$ cat config.mk
export PLATFORM = sky130hd
export DESIGN_NAME = pdt_timer
export DESIGN_NICKNAME = d
export VERILOG_FILES = /design/src/rtl/pdt_pkg.sv /design/src/rtl/pdt_prescale.sv /design/src/rtl/pdt_count.sv /design/src/rtl/pdt_flags.sv /design/src/rtl/pdt_timer.sv
export SDC_FILE = /design/constraint.sdc
export NUM_CORES = 1
export LEC_CHECK = 0
export BUFFER_PORTS_ARGS = -buffer_cell sky130_fd_sc_hd__buf_2
export CAP_MARGIN = 20
export CORE_MARGIN = 8
export CORE_UTILIZATION = 52
export CTS_CLUSTER_DIAMETER = 30
export CTS_CLUSTER_SIZE = 25
export DETAILED_ROUTE_END_ITERATION = 16
export HOLD_SLACK_MARGIN = 0.1
export PLACE_DENSITY = 0.85
export SLEW_MARGIN = 25
export SYNTH_ARGS = -nofsm -noshare
export SYNTH_HDL_FRONTEND = slang
export SYNTH_SLANG_ARGS = --single-unit
$ cat constraint.sdc
create_clock -name clk_i -period 2.7 [get_ports clk_i]
set_clock_uncertainty 0.05 [all_clocks]
set_input_delay 0.405 -clock clk_i [delete_from_list [all_inputs] [get_ports clk_i]]
set_output_delay 0.405 -clock clk_i [all_outputs]
set_load 0.01 [all_outputs]
$ cat src/rtl/pdt_pkg.sv
package pdt_pkg;
    typedef enum logic {
        PDT_ONESHOT  = 1'b0,
        PDT_PERIODIC = 1'b1
    } pdt_mode_e;

    localparam int unsigned PDT_CNT_W = 16;
    localparam int unsigned PDT_PRE_W = 8;
endpackage

$ cat src/rtl/pdt_prescale.sv
module pdt_prescale #(
    parameter int unsigned PRE_W = 8
) (
    input  logic             clk_i,
    input  logic             rst_ni,
    input  logic             run_i,
    input  logic             hold_i,
    input  logic             load_i,
    input  logic [PRE_W-1:0] pre_val_i,
    output logic             tick_o
);
    typedef struct packed {
        logic [PRE_W-1:0] pre;
    } pre_state_t;

    pre_state_t s_d, s_q;

    always_comb begin
        s_d = s_q;
        if (load_i) begin
            s_d.pre = pre_val_i;
        end else if (run_i && !hold_i) begin
            if (s_q.pre == '0) s_d.pre = pre_val_i;
            else               s_d.pre = s_q.pre - PRE_W'(1);
        end
    end

    assign tick_o = run_i && !hold_i && (s_q.pre == '0);

    always_ff @(posedge clk_i or negedge rst_ni) begin
        if (!rst_ni) s_q <= '0;
        else         s_q <= s_d;
    end

    // a frozen prescaler keeps its value
    assert_pre_freeze_R10: assert property (@(posedge clk_i) disable iff (!rst_ni)
        (hold_i && !load_i) |=> $stable(s_q.pre));

    // after a tick the prescaler restarts from the prescale value
    assert_pre_restart_R3: assert property (@(posedge clk_i) disable iff (!rst_ni)
        (tick_o && !load_i) |=> (s_q.pre == $past(pre_val_i)));
endmodule

$ cat src/rtl/pdt_count.sv
module pdt_count
    import pdt_pkg::*;
#(
    parameter int unsigned CNT_W = 16
) (
    input  logic             clk_i,
    input  logic             rst_ni,
    input  logic             en_wr_i,
    input  logic             en_val_i,
    input  logic             mode_i,
    input  logic             load_wr_i,
    input  logic [CNT_W-1:0] load_val_i,
    input  logic             tick_i,
    input  logic             hold_i,
    output logic [CNT_W-1:0] cnt_o,
    output logic             run_o,
    output logic             hit_o,
    output logic             pre_load_o
);
    typedef struct packed {
        logic             run;
        logic [CNT_W-1:0] cnt;
    } cnt_state_t;

    cnt_state_t s_d, s_q;
    pdt_mode_e  mode;

    assign mode = pdt_mode_e'(mode_i);

    always_comb begin
        s_d        = s_q;
        hit_o      = 1'b0;
        pre_load_o = 1'b0;
        if (en_wr_i && !en_val_i) begin
            s_d.run = 1'b0;
        end else if (!s_q.run) begin
            if (en_wr_i && en_val_i) begin
                s_d.run    = 1'b1;
                s_d.cnt    = load_val_i;
                pre_load_o = 1'b1;
            end
        end else if (load_wr_i) begin
            s_d.cnt    = load_val_i;
            pre_load_o = 1'b1;
        end else if (!hold_i) begin
            if (s_q.cnt == '0) begin
                s_d.cnt    = load_val_i;
                pre_load_o = 1'b1;
            end else if (tick_i) begin
                s_d.cnt = s_q.cnt - CNT_W'(1);
                if (s_q.cnt == CNT_W'(1)) begin
                    hit_o = 1'b1;
                    if (mode == PDT_ONESHOT) s_d.run = 1'b0;
                end
            end
        end
    end

    assign cnt_o = s_q.cnt;
    assign run_o = s_q.run;

    always_ff @(posedge clk_i or negedge rst_ni) begin
        if (!rst_ni) s_q <= '0;
        else         s_q <= s_d;
    end

    // arming loads the count
    assert_start_load_R2: assert property (@(posedge clk_i) disable iff (!rst_ni)
        (!s_q.run && en_wr_i && en_val_i) |=> (s_q.run && s_q.cnt == $past(load_val_i)));

    // a stop write keeps the count
    assert_stop_hold_R2: assert property (@(posedge clk_i) disable iff (!rst_ni)
        (en_wr_i && !en_val_i) |=> (!s_q.run && $stable(s_q.cnt)));

    // a stopped counter ignores load writes
    assert_idle_hold_R9: assert property (@(posedge clk_i) disable iff (!rst_ni)
        (!s_q.run && !en_wr_i) |=> $stable(s_q.cnt));

    // a load write into a running counter takes effect next clock
    assert_load_write_R9: assert property (@(posedge clk_i) disable iff (!rst_ni)
        (s_q.run && load_wr_i && !en_wr_i) |=> (s_q.cnt == $past(load_val_i)));

    // frozen count
    assert_stall_hold_R10: assert property (@(posedge clk_i) disable iff (!rst_ni)
        (s_q.run && hold_i && !load_wr_i && !en_wr_i) |=> $stable(s_q.cnt));

    // zero is followed by a reload
    assert_reload_R4: assert property (@(posedge clk_i) disable iff (!rst_ni)
        (s_q.run && s_q.cnt == '0 && !hold_i && !load_wr_i && !en_wr_i)
        |=> (s_q.cnt == $past(load_val_i)));

    // single-run clears its enable on timeout
    assert_oneshot_stop_R5: assert property (@(posedge clk_i) disable iff (!rst_ni)
        (hit_o && mode == PDT_ONESHOT) |=> (!s_q.run && s_q.cnt == '0));
endmodule

$ cat src/rtl/pdt_flags.sv
module pdt_flags (
    input  logic clk_i,
    input  logic rst_ni,
    input  logic hit_i,
    input  logic trig_en_i,
    input  logic irq_mask_i,
    input  logic clr_i,
    output logic raw_o,
    output logic masked_o,
    output logic irq_o,
    output logic trig_o
);
    typedef struct packed {
        logic raw;
        logic trig;
    } flag_state_t;

    flag_state_t s_d, s_q;

    always_comb begin
        s_d = s_q;
        if (hit_i)      s_d.raw = 1'b1;
        else if (clr_i) s_d.raw = 1'b0;
        s_d.trig = hit_i && trig_en_i;
    end

    assign raw_o    = s_q.raw;
    assign masked_o = s_q.raw && irq_mask_i;
    assign irq_o    = masked_o;
    assign trig_o   = s_q.trig;

    always_ff @(posedge clk_i or negedge rst_ni) begin
        if (!rst_ni) s_q <= '0;
        else         s_q <= s_d;
    end

    // flag is sticky without a clear
    assert_raw_sticky_R6: assert property (@(posedge clk_i) disable iff (!rst_ni)
        (s_q.raw && !clr_i) |=> s_q.raw);

    // a timeout beats a simultaneous clear
    assert_clr_collide_R6: assert property (@(posedge clk_i) disable iff (!rst_ni)
        hit_i |=> s_q.raw);

    // pulse is a single clock wide
    assert_trig_single_R8: assert property (@(posedge clk_i) disable iff (!rst_ni)
        s_q.trig |=> !s_q.trig);

    // no pulse when the trigger is disabled
    assert_trig_gate_R8: assert property (@(posedge clk_i) disable iff (!rst_ni)
        !trig_en_i |=> !s_q.trig);
endmodule

$ cat src/rtl/pdt_timer.sv
module pdt_timer
    import pdt_pkg::*;
#(
    parameter int unsigned CNT_W = PDT_CNT_W,
    parameter int unsigned PRE_W = PDT_PRE_W
) (
    input  logic             clk_i,
    input  logic             rst_ni,
    input  logic             en_wr_i,
    input  logic             en_val_i,
    input  logic             mode_i,
    input  logic [CNT_W-1:0] load_val_i,
    input  logic             load_wr_i,
    input  logic [PRE_W-1:0] pre_val_i,
    input  logic             trig_en_i,
    input  logic             irq_mask_i,
    input  logic             clr_i,
    input  logic             stall_en_i,
    input  logic             stall_i,
    output logic [CNT_W-1:0] cnt_o,
    output logic             run_o,
    output logic             tmo_raw_o,
    output logic             tmo_masked_o,
    output logic             irq_o,
    output logic             trig_o
);
    logic hold;
    logic tick;
    logic hit;
    logic pre_load;

    assign hold = stall_en_i && stall_i;

    pdt_prescale #(.PRE_W(PRE_W)) u_pre (
        .clk_i     (clk_i),
        .rst_ni    (rst_ni),
        .run_i     (run_o),
        .hold_i    (hold),
        .load_i    (pre_load),
        .pre_val_i (pre_val_i),
        .tick_o    (tick)
    );

    pdt_count #(.CNT_W(CNT_W)) u_cnt (
        .clk_i      (clk_i),
        .rst_ni     (rst_ni),
        .en_wr_i    (en_wr_i),
        .en_val_i   (en_val_i),
        .mode_i     (mode_i),
        .load_wr_i  (load_wr_i),
        .load_val_i (load_val_i),
        .tick_i     (tick),
        .hold_i     (hold),
        .cnt_o      (cnt_o),
        .run_o      (run_o),
        .hit_o      (hit),
        .pre_load_o (pre_load)
    );

    pdt_flags u_flags (
        .clk_i      (clk_i),
        .rst_ni     (rst_ni),
        .hit_i      (hit),
        .trig_en_i  (trig_en_i),
        .irq_mask_i (irq_mask_i),
        .clr_i      (clr_i),
        .raw_o      (tmo_raw_o),
        .masked_o   (tmo_masked_o),
        .irq_o      (irq_o),
        .trig_o     (trig_o)
    );

    // the pulse coincides with a zero count
    assert_trig_zero_R8: assert property (@(posedge clk_i) disable iff (!rst_ni)
        trig_o |-> (cnt_o == '0 && tmo_raw_o));

    // a tick on a nonzero count steps it down by one
    assert_decrement_R3: assert property (@(posedge clk_i) disable iff (!rst_ni)
        (run_o && tick && cnt_o != '0 && !load_wr_i && !en_wr_i)
        |=> (cnt_o == $past(cnt_o) - CNT_W'(1)));
endmodule

==> qor.csv <==
metric,value,unit
outcome,"finished, final reports clean",
pre_cts_ws,113,ps
io_buffer_count,55,
fillers,307,
cts_setup_buffers,0,
wl_per_cell,14.7,um
drc,0,
crit_path_start_kind,flip-flop,
power_frac_comb,42.2,%
p_per_area,598,nW/um^2
worst_slew_pin_slew,706,ps
final.setup.worst_slack,263,ps
finalHoldViolCount,0,
coreArea,3550,sq um
grt_pass1_wl,8.69,mm
slowest_stage,or4b_4,
p_seq_share,44.7,%
drt_iter0_drc,157,
synth_seq_cells,27,
relSlewSlack,52.9,%
die_w,76.0,um
h-tree-depth,1,
antenna_found_initial,0,
clock_latency,330,ps
crit_buf_inv,2,
synth_nets,275,
crit_arrival,2640,ps
insertedDiodeCount,0,
ys_async_sr_fraction,100,%
final_cell_mix,"buf_2 (55), o21ai_0 (31), a21oi_1 (28)",
gp_congestion,0.856,
finalWirelength,5.01,mm
grt.overflow.total,0,
grt_pass1_vias,1887,
start_util,52.7,%
crit_type,reg -> reg,
hpwl,3.76,mm
yosysSeqAreaShare,36.1,%
clk_pin_slew,160,ps
yosys.cell_types.count,43,
ant_nets,0,
slew_violations,0,
maxCapViolations,0,
cp-end-kind,flip-flop,
regToRegSetupSlack,260,ps
syn_inst,235,
r2r_end,u_cnt.cnt_o[7],
synth-warning-count,0,
setup_viol,0,
pin_count,56,
die-area,5780,sq um
internal-power,0.000808,W
rsz0062_at_grt,no,
min_to,u_flags.raw_o,
cts_tree,yes,
area_growth,22.6,%
vias,1994,
synth_top_flop_cell,dfrtp_1,
syn-mean-instance-area,7.97,sq um
cp_max_fo,11,
rows,22,
crit_required,2910,ps
max_stage_delay,470,ps
cpLargestDelayFamily,simple AND/OR/NAND/NOR gates,
power_switching,0.000567,W
grt_max_degree,33,
min_from,clr_i,
final_common_cell,buf_2,
clock_power_share,13.0,%
total_power,0.00137,W
layout_min_cycle_time,2440,ps
p_leak,1.05,nW
fin_nets,335,
p_sw_share,41.2,%
clock_path_buffers,2,
track_usage,17.2,%
cts-root-buf,clkbuf_4,
vdd_drop_max,263,uV
path_cells,"inv_1, ha_1, or4b_4, nor3_2, and3_1, buf_4, nand2_1, o22a_1, o21ai_0",
viasPerCell,5.83,
synth_edf_count,0,
first_pass_iters,4,
period_share,90.3,%
cts-buffers-inserted,3,
min_path_type,in -> reg,
clock.fmax,410,MHz
min_path_cells,2,
r2r_cells,9,
r2r_start,u_pre.s_q[0],
synth_area,1870,sq um
drive_gt1_share,27.2,%
die-height,76.0,um
cts_sinks,27,
timing.setup.tns,0,ps
[power groups by stage]
stage / clock (W) / combinational [W] / sequential, W
global route: 0.000200 / 0.000654 / 0.000629
CTS: 0.000181 / 0.000580 / 0.000611
floorplan: 0 / 0.000360 / 0.000614
detailed placement: 0 / 0.000577 / 0.000618
global placement: 0 / 0.000558 / 0.000618
finish: 0.000179 / 0.000581 / 0.000615
[stage by stage]
stage                     instance area [sq um]  util [%]  hold slack, ps  std cells
after detailed placement                   2250      63.3             400        337
after CTS                                  2280      64.3             208        342
final                                      2300      64.7             214        342
after global placement                     2240      63.2             400        337
after floorplan                            1870         -            59.4        235
after global routing                       2300      64.7             211        342
[repair_timing]
item                                    CTS  global route
resized for setup                         0             2
hold buffers                              1             0
endpoints found under the hold margin    27             0
endpoints found under the setup margin    0            12
[metal layers]
layer / track usage, % / wire length, um / share of wire [%] / vias up
li1: - / - / - / 980
met1: 22.6 / 2240 / 45 / 936
met2: 26.8 / 2350 / 47 / 74
met3: 3.66 / 376 / 7.5 / 4
met4: 6.08 / 46 / 0.92 / 0
met5: 0 / 0 / 0 / -
[flip-flops by register name (all words and copies together) (netlist names)]
signal          count
u_cnt.cnt_o        16
u_pre.s_q           8
u_cnt.run_o         1
u_flags.raw_o       1
u_flags.trig_o      1
[Yosys cell counts, types with 4 or more instances]
cell      number  share of area, %
nand4_1        4               1.3
nand3_1        5               1.3
a21oi_1       29               7.7
o21ai_0       32               8.6
ha_1           5               3.3
nor3_1         8               2.1
or3_1          5               1.7
nor2b_1       12               4.0
dfrtp_1       27                36
nor2_1        17               3.4
a31oi_1        7               2.3
inv_1         17               3.4
nand2_1        9               1.8
nand2b_1       5               1.7
buf_2          5               1.3
o22ai_1        6               2.0
nor4_1         6               2.0
clkbuf_1       5               1.0
o32a_1         4               2.1
[logic make-up after synthesis]
logic type	after synthesis	share of synthesized area [%]
AO/OA/AOI/OAI	89	27.8
buffers and inverters	28	6.15
adder cells (fa/ha/maj)	5	3.34
AND/OR/NAND/NOR	84	25.6
XOR/XNOR	1	0.468
multiplexers	1	0.601
flip-flops	27	36.1
[worst max-delay path by stage]
| stage | endpoint | startpoint | slack, ps | cells past startpoint |
|---|---|---|---|---|
| 2_1_floorplan | u_cnt.cnt_o[14] | u_cnt.cnt_o[0] | 320 | 8 |
| 3_3_place_gp | u_cnt.cnt_o[13] | u_pre.s_q[0] | 160 | 7 |
| 3_5_place_dp | u_cnt.cnt_o[13] | u_pre.s_q[0] | 110 | 7 |
| 4_1_cts | u_cnt.cnt_o[13] | u_pre.s_q[0] | 80 | 7 |
| 5_1_grt | u_cnt.cnt_o[7] | u_pre.s_q[0] | 80 | 9 |
| 6_report | u_cnt.cnt_o[7] | u_pre.s_q[0] | 260 | 9 |
[cell type report]
type                            count  area [sq um]  share of cell area (%)
Sequential cell                    27           676                    29.4
Clock buffer                        4          26.3                    1.14
Tap cell                           48          60.1                    2.61
Timing Repair Buffer               66           373                    16.2
Multi-Input combinational cell    180          1100                    47.8
Inverter                           17          63.8                    2.78
Note: power is estimated with default switching activity, not from simulation.
